[config.mk]
export PLATFORM = sky130hd
export DESIGN_NAME = irq_prio_core
export DESIGN_NICKNAME = d
export VERILOG_FILES = /design/src/rtl/irq_pkg.sv /design/src/rtl/irq_rot_pick.sv /design/src/rtl/irq_line_dec.sv /design/src/rtl/irq_prio_core.sv
export SDC_FILE = /design/constraint.sdc
export NUM_CORES = 1
export LEC_CHECK = 0
export BUFFER_PORTS_ARGS = -buffer_cell sky130_fd_sc_hd__buf_4
export CORE_MARGIN = 1.5
export CORE_UTILIZATION = 52
export DETAILED_ROUTE_END_ITERATION = 16
export GPL_TIMING_DRIVEN = 0
export HOLD_SLACK_MARGIN = 0.15
export PLACE_DENSITY = 0.79
export SYNTH_ARGS = -nofsm -noshare
export SYNTH_HDL_FRONTEND = slang
export SYNTH_SLANG_ARGS = --single-unit
[constraint.sdc]
create_clock -name clk -period 5.2 [get_ports clk]
set_input_delay 1.04 -clock clk [delete_from_list [all_inputs] [get_ports clk]]
set_output_delay 1.04 -clock clk [all_outputs]
set_load 0.02 [all_outputs]
[src/rtl/irq_pkg.sv]
package irq_pkg;
  localparam int LINE_W  = 3;
  localparam int VBASE_W = 5;
endpackage

[src/rtl/irq_rot_pick.sv]
// Finds the first set bit scanning from low_i+1 around the ring.
module irq_rot_pick #(
  parameter int LW = 3
) (
  input  logic [(1<<LW)-1:0] cand_i,
  input  logic [LW-1:0]      low_i,
  output logic               hit_o,
  output logic [LW-1:0]      line_o,
  output logic [LW-1:0]      rank_o
);
  localparam int NL = 1 << LW;

  logic [LW-1:0] idx;

  always_comb begin
    hit_o  = 1'b0;
    line_o = '0;
    rank_o = '0;
    idx    = '0;
    for (int k = 0; k < NL; k++) begin
      idx = low_i + LW'(k + 1);
      if (!hit_o && cand_i[idx]) begin
        hit_o  = 1'b1;
        line_o = idx;
        rank_o = LW'(k);
      end
    end
  end
endmodule

[src/rtl/irq_line_dec.sv]
// Line index to one-hot, gated by an enable.
module irq_line_dec #(
  parameter int LW = 3
) (
  input  logic               en_i,
  input  logic [LW-1:0]      line_i,
  output logic [(1<<LW)-1:0] oh_o
);
  localparam int NL = 1 << LW;

  for (genvar g = 0; g < NL; g++) begin : g_bit
    assign oh_o[g] = en_i && (line_i == LW'(g));
  end
endmodule

[src/rtl/irq_prio_core.sv]
module irq_prio_core
  import irq_pkg::*;
#(
  parameter int LW     = LINE_W,
  parameter int BASE_W = VBASE_W
) (
  input  logic                 clk,
  input  logic                 rst_n,
  input  logic [(1<<LW)-1:0]   req_i,
  output logic [(1<<LW)-1:0]   req_clr_o,
  input  logic [BASE_W-1:0]    base_i,
  input  logic                 smm_i,
  input  logic                 aeoi_i,
  input  logic                 aeoi_rot_i,
  input  logic                 mask_we_i,
  input  logic [(1<<LW)-1:0]   mask_wdata_i,
  output logic [(1<<LW)-1:0]   mask_o,
  output logic [(1<<LW)-1:0]   isr_o,
  output logic                 int_o,
  input  logic                 ack_i,
  input  logic                 poll_i,
  input  logic                 eoi_i,
  input  logic                 eoi_spec_i,
  input  logic                 eoi_rot_i,
  input  logic                 setlow_i,
  input  logic [LW-1:0]        cmd_line_i,
  output logic                 vec_valid_o,
  output logic [BASE_W+LW-1:0] vec_data_o,
  input  logic                 vec_ready_i
);
  localparam int NL    = 1 << LW;
  localparam int VW    = BASE_W + LW;
  localparam int PAD_W = VW - 1 - LW;

  logic [NL-1:0] isr_q, mask_q;
  logic [LW-1:0] low_q;
  logic          vv_q;
  logic [VW-1:0] vd_q;

  // candidate requests, blocking in-service lines, all in-service lines
  logic [NL-1:0] cand_v, blk_v;
  logic          c_hit, b_hit, e_hit;
  logic [LW-1:0] c_line, c_rank, b_line, b_rank, e_line, e_rank;

  assign cand_v = req_i & ~mask_q;
  assign blk_v  = isr_q & ~(smm_i ? mask_q : '0);

  irq_rot_pick #(.LW(LW)) u_cand (
    .cand_i(cand_v), .low_i(low_q),
    .hit_o(c_hit), .line_o(c_line), .rank_o(c_rank));

  irq_rot_pick #(.LW(LW)) u_blk (
    .cand_i(blk_v), .low_i(low_q),
    .hit_o(b_hit), .line_o(b_line), .rank_o(b_rank));

  irq_rot_pick #(.LW(LW)) u_svc (
    .cand_i(isr_q), .low_i(low_q),
    .hit_o(e_hit), .line_o(e_line), .rank_o(e_rank));

  logic elig, take, grant, ack_win;
  assign elig    = c_hit && (!b_hit || (c_rank < b_rank));
  assign take    = !vv_q && (ack_i || poll_i);
  assign grant   = take && elig;
  assign ack_win = grant && ack_i;

  logic [NL-1:0] win_oh, eoi_oh, isr_set;
  logic [LW-1:0] eoi_line;
  logic          eoi_go;

  assign eoi_line = eoi_spec_i ? cmd_line_i : e_line;
  assign eoi_go   = eoi_i && (eoi_spec_i || e_hit);

  irq_line_dec #(.LW(LW)) u_win_dec (.en_i(grant),  .line_i(c_line),   .oh_o(win_oh));
  irq_line_dec #(.LW(LW)) u_eoi_dec (.en_i(eoi_go), .line_i(eoi_line), .oh_o(eoi_oh));

  assign isr_set = (ack_win && aeoi_i) ? '0 : win_oh;

  logic [VW-1:0] ack_data, poll_data;
  assign ack_data  = {base_i, (elig ? c_line : {LW{1'b1}})};
  assign poll_data = elig ? {1'b1, {PAD_W{1'b0}}, c_line} : '0;

  always_ff @(posedge clk or negedge rst_n) begin
    if (!rst_n) begin
      isr_q  <= '0;
      mask_q <= '0;
      low_q  <= {LW{1'b1}};
      vv_q   <= 1'b0;
      vd_q   <= '0;
    end else begin
      isr_q <= (isr_q & ~eoi_oh) | isr_set;
      if (mask_we_i) mask_q <= mask_wdata_i;
      if (setlow_i)                              low_q <= cmd_line_i;
      else if (eoi_go && eoi_rot_i)              low_q <= eoi_line;
      else if (ack_win && aeoi_i && aeoi_rot_i)  low_q <= c_line;
      if (take) begin
        vv_q <= 1'b1;
        vd_q <= ack_i ? ack_data : poll_data;
      end else if (vec_ready_i) begin
        vv_q <= 1'b0;
      end
    end
  end

  assign int_o       = elig;
  assign req_clr_o   = win_oh;
  assign isr_o       = isr_q;
  assign mask_o      = mask_q;
  assign vec_valid_o = vv_q;
  assign vec_data_o  = vd_q;
endmodule

==> results.md <==
* Worst hold slack at 0.522 ns
* Routed WL at 12,100 um
* CTS sink count at 28
* Final hold vios at 0
* Flops & latches, synth at 28
* Global-route wire length before repair at 19,400 um
* H-tree depth at 1
* Achievable frequency at 183 MHz
* Req. time, crit path at 4.16 ns
* Area share of the largest cell type after synthesis at 19.3%
* Synth area leaders: mux4_2, dfrtp_1, mux2i_1
* Largest net degree at the start of global routing at 29
* CP Data Arrival Time at 4.43 ns
* Worst setup margin at -0.266 ns
* Final setup fails at 9
* Crit-path cells: buf_8 -> inv_8 -> buf_12 -> buf_12 -> ha_4 -> xnor2_4 -> mux4_2 -> and4bb_2 -> and2_4 -> nand2_4 -> o21ai_4 -> ha_4 -> a311o_1 -> a221o_1 -> a22oi_2 -> buf_6 -> nand2_8 -> nor3_4 -> buf_6
* Worst r2r src: low_q[0]$_DFFE_PN1P_
* Synth cell types at 74
* GRT Util Overall at 32.4%
* Setup Skew at 0.00114 ns
* Detail Route Antenna Nets at 0
* Num ports at 71
* Critical Path Start Type: register
* Clk root buf: clkbuf_8
* Worst min path class: register to register
* DIE HEIGHT at 87.8 um
* Num rows at 30
* HP Start: vec_data_o[4]$_DFFE_PN0P_
* Final Cycle Share at 105%
* Layout cells sized above 1 at 41.1%
* Routed wire per std cell at 20.5 um
* Synth Warn # at 0
* Area grow syn2layout at 32.3%
* DR iter-0 viols at 441
* Fin util at 72.0%
* Crit path capture type: primary output
* Commonest cells post-synth: nand2_1, mux4_2, mux2i_1
* Violated checks: negative setup slack
* Number of flops mapped to enable cells by yosys at 0
* Drt drc at 0
* Minimum clock period at 5.47 ns
* Rel. slew slack at 48.4%
* # nets final at 536
* # hold bufs at CTS at 0
* Crit path max-delay cell type: dfstp_2
* Via count at 3,932
* I/O Buffers at 67
* Asr flop ratio synth at 100%
* Slew Limit Fails at 0
* Number of global-route vias before repair at 3,854
* Core area at 0.00687 sq mm
* CP startpoint: low_q[0]$_DFFE_PN1P_
* Starting Density at 54.4%
* Worst Tran Pin Value at 0.774 ns
* Status: finished with violations
* Synthesized instance count at 396
* Kind of critical path: register to primary output
* Clock transition at path regs at 0.09 ns
* Cts bufs inserted at 3
* Die width at 87.8 um
* Clk buf depth at 2
* Dpl hpwl at 8930 um
* Ant diodes at 0
* Post-Synthesis Cell Area at 0.00374 sq mm
* DRT Pass-1 Iters at 5
* Vias per cell at 6.66
* Global route overflow at 0
* CP Max Fanout at 4
* Total of max-cap violations at 0
* Top_reg_cell synth: dfrtp_1
* DIE AREA at 0.00771 sq mm
* Gpl congestion at 0.942
* Bufs and invs on worst path at 6
* RSZ-0062 raised after global routing: true
* Clock latency on the worst-skew pair at 0.28 ns
* Antenna violations before repair at 0
* Most instantiated library cell after synthesis: nand2_1
* Post-Syn Nets at 437
* Synthesized area per cell at 9.44 sq um
* CTS tree: yes
* Largest area contributor in the synthesized netlist: mux4_2
* CP max stage delay at 0.57 ns
* Sequential share of the synthesized area at 18.8%
* Delay-heaviest family, CP: compound AO/OA/AOI/OAI gates
kinds of logic after synthesis:
group	share of synthesized area, %
AO/OA/AOI/OAI	21.6
XOR/XNOR	1.61
adder cells (fa/ha/maj)	1.34
buffers and inverters	4.72
flip-flops	18.8
multiplexers	32.8
AND/OR/NAND/NOR	19.2
stage by stage:
stage          instance area [sq um]  setup WS [ns]  std cells  setup TNS [ns]
5_1_grt                         4950         -0.345        590           -2.54
3_3_place_gp                    4510         -0.633        559           -5.31
6_report                        4950         -0.266        590           -1.90
2_1_floorplan                   3890        -0.0819        396          -0.418
4_1_cts                         4820         -0.233        579           -1.90
3_5_place_dp                    4510         -0.716        559           -6.01
worst reg2reg max path, stage by stage, from the launching register on:
cell and delay [ns]:
dfstp_2 0.57, buf_8 0.12, inv_8 0.03, buf_12 0.11
buf_12 0.12, ha_4 0.19, xnor2_4 0.23, mux4_2 0.55
and4bb_2 0.33, and2_4 0.16, nand2_4 0.05, o21ai_4 0.06
ha_4 0.22, a311o_1 0.26, a221o_1 0.27, a22oi_2 0.25
buf_6 0.20, buf_4 0.12, buf_6 0.10, buf_4 0.11
a31o_2 0.17, a22o_1 0.12
layer usage:
metal | track usage (%) | vias to the layer above | part of all wire [%]
met4 | 12.4 | 0 | 3.4
met1 | 42.2 | 1893 | 39
li1 | - | 1751 | -
met5 | 0 | - | 0
met2 | 53.6 | 244 | 49
met3 | 6.22 | 44 | 8.9
flip-flops by register name (all words and copies together), names as in the netlist:
signal,cells
isr_o,8
vec_valid_o,1
mask_o,8
low_q,3
vec_data_o,8
repair_timing:
item,CTS,global route
gates resized for setup,36,8
pin swaps,11,8
endpoints found under the setup margin,9,9
buffers inserted,18,11
endpoints found under the hold margin,0,0
path summary, 6_finish.rpt:
check	end	slack [ns]	depth (start not counted)
max in group asynchronous	low_q[0]$_DFFE_PN1P_	4.24	1
worst min register to register	vec_data_o[4]$_DFFE_PN0P_	0.52	1
worst max-delay path	req_clr_o[0]	-0.27	19
min in group asynchronous	isr_o[5]$_DFF_PN0_	0.66	1
worst max register to register	vec_data_o[0]$_DFFE_PN0P_	0.81	21
worst min-delay path	vec_data_o[4]$_DFFE_PN0P_	0.52	1
area by class of cell:
| cell class | count | area [sq um] |
|---|---|---|
| plain buffers | 20 | 179 |
| clock buffers | 4 | 55.1 |
| fillers | 504 | 1920 |
| inverters | 13 | 61.3 |
| multi-input cells | 333 | 3080 |
| flip-flops and latches | 28 | 704 |
| well taps | 96 | 120 |
| repair buffers | 96 | 747 |
cell usage in the layout, fill, tap and decap left out, drive strengths merged, types with 4 or more instances in the layout:
cell,n
mux2,19
inv,12
o211ai,4
nand2b,20
a31oi,6
o31ai,4
a22o,9
o21ai,24
a21boi,10
and2,5
mux4,32
dfrtp,25
nand2,36
nor3,13
ha,4
a21oi,11
buf,106
a211oi,4
nor2b,12
nor2,21
a22oi,4
clkbuf,14
mux2i,29
nand3,8
Power is not shown: default switching activity piles up to over one toggle a cycle in this logic, so the estimate is an artifact.
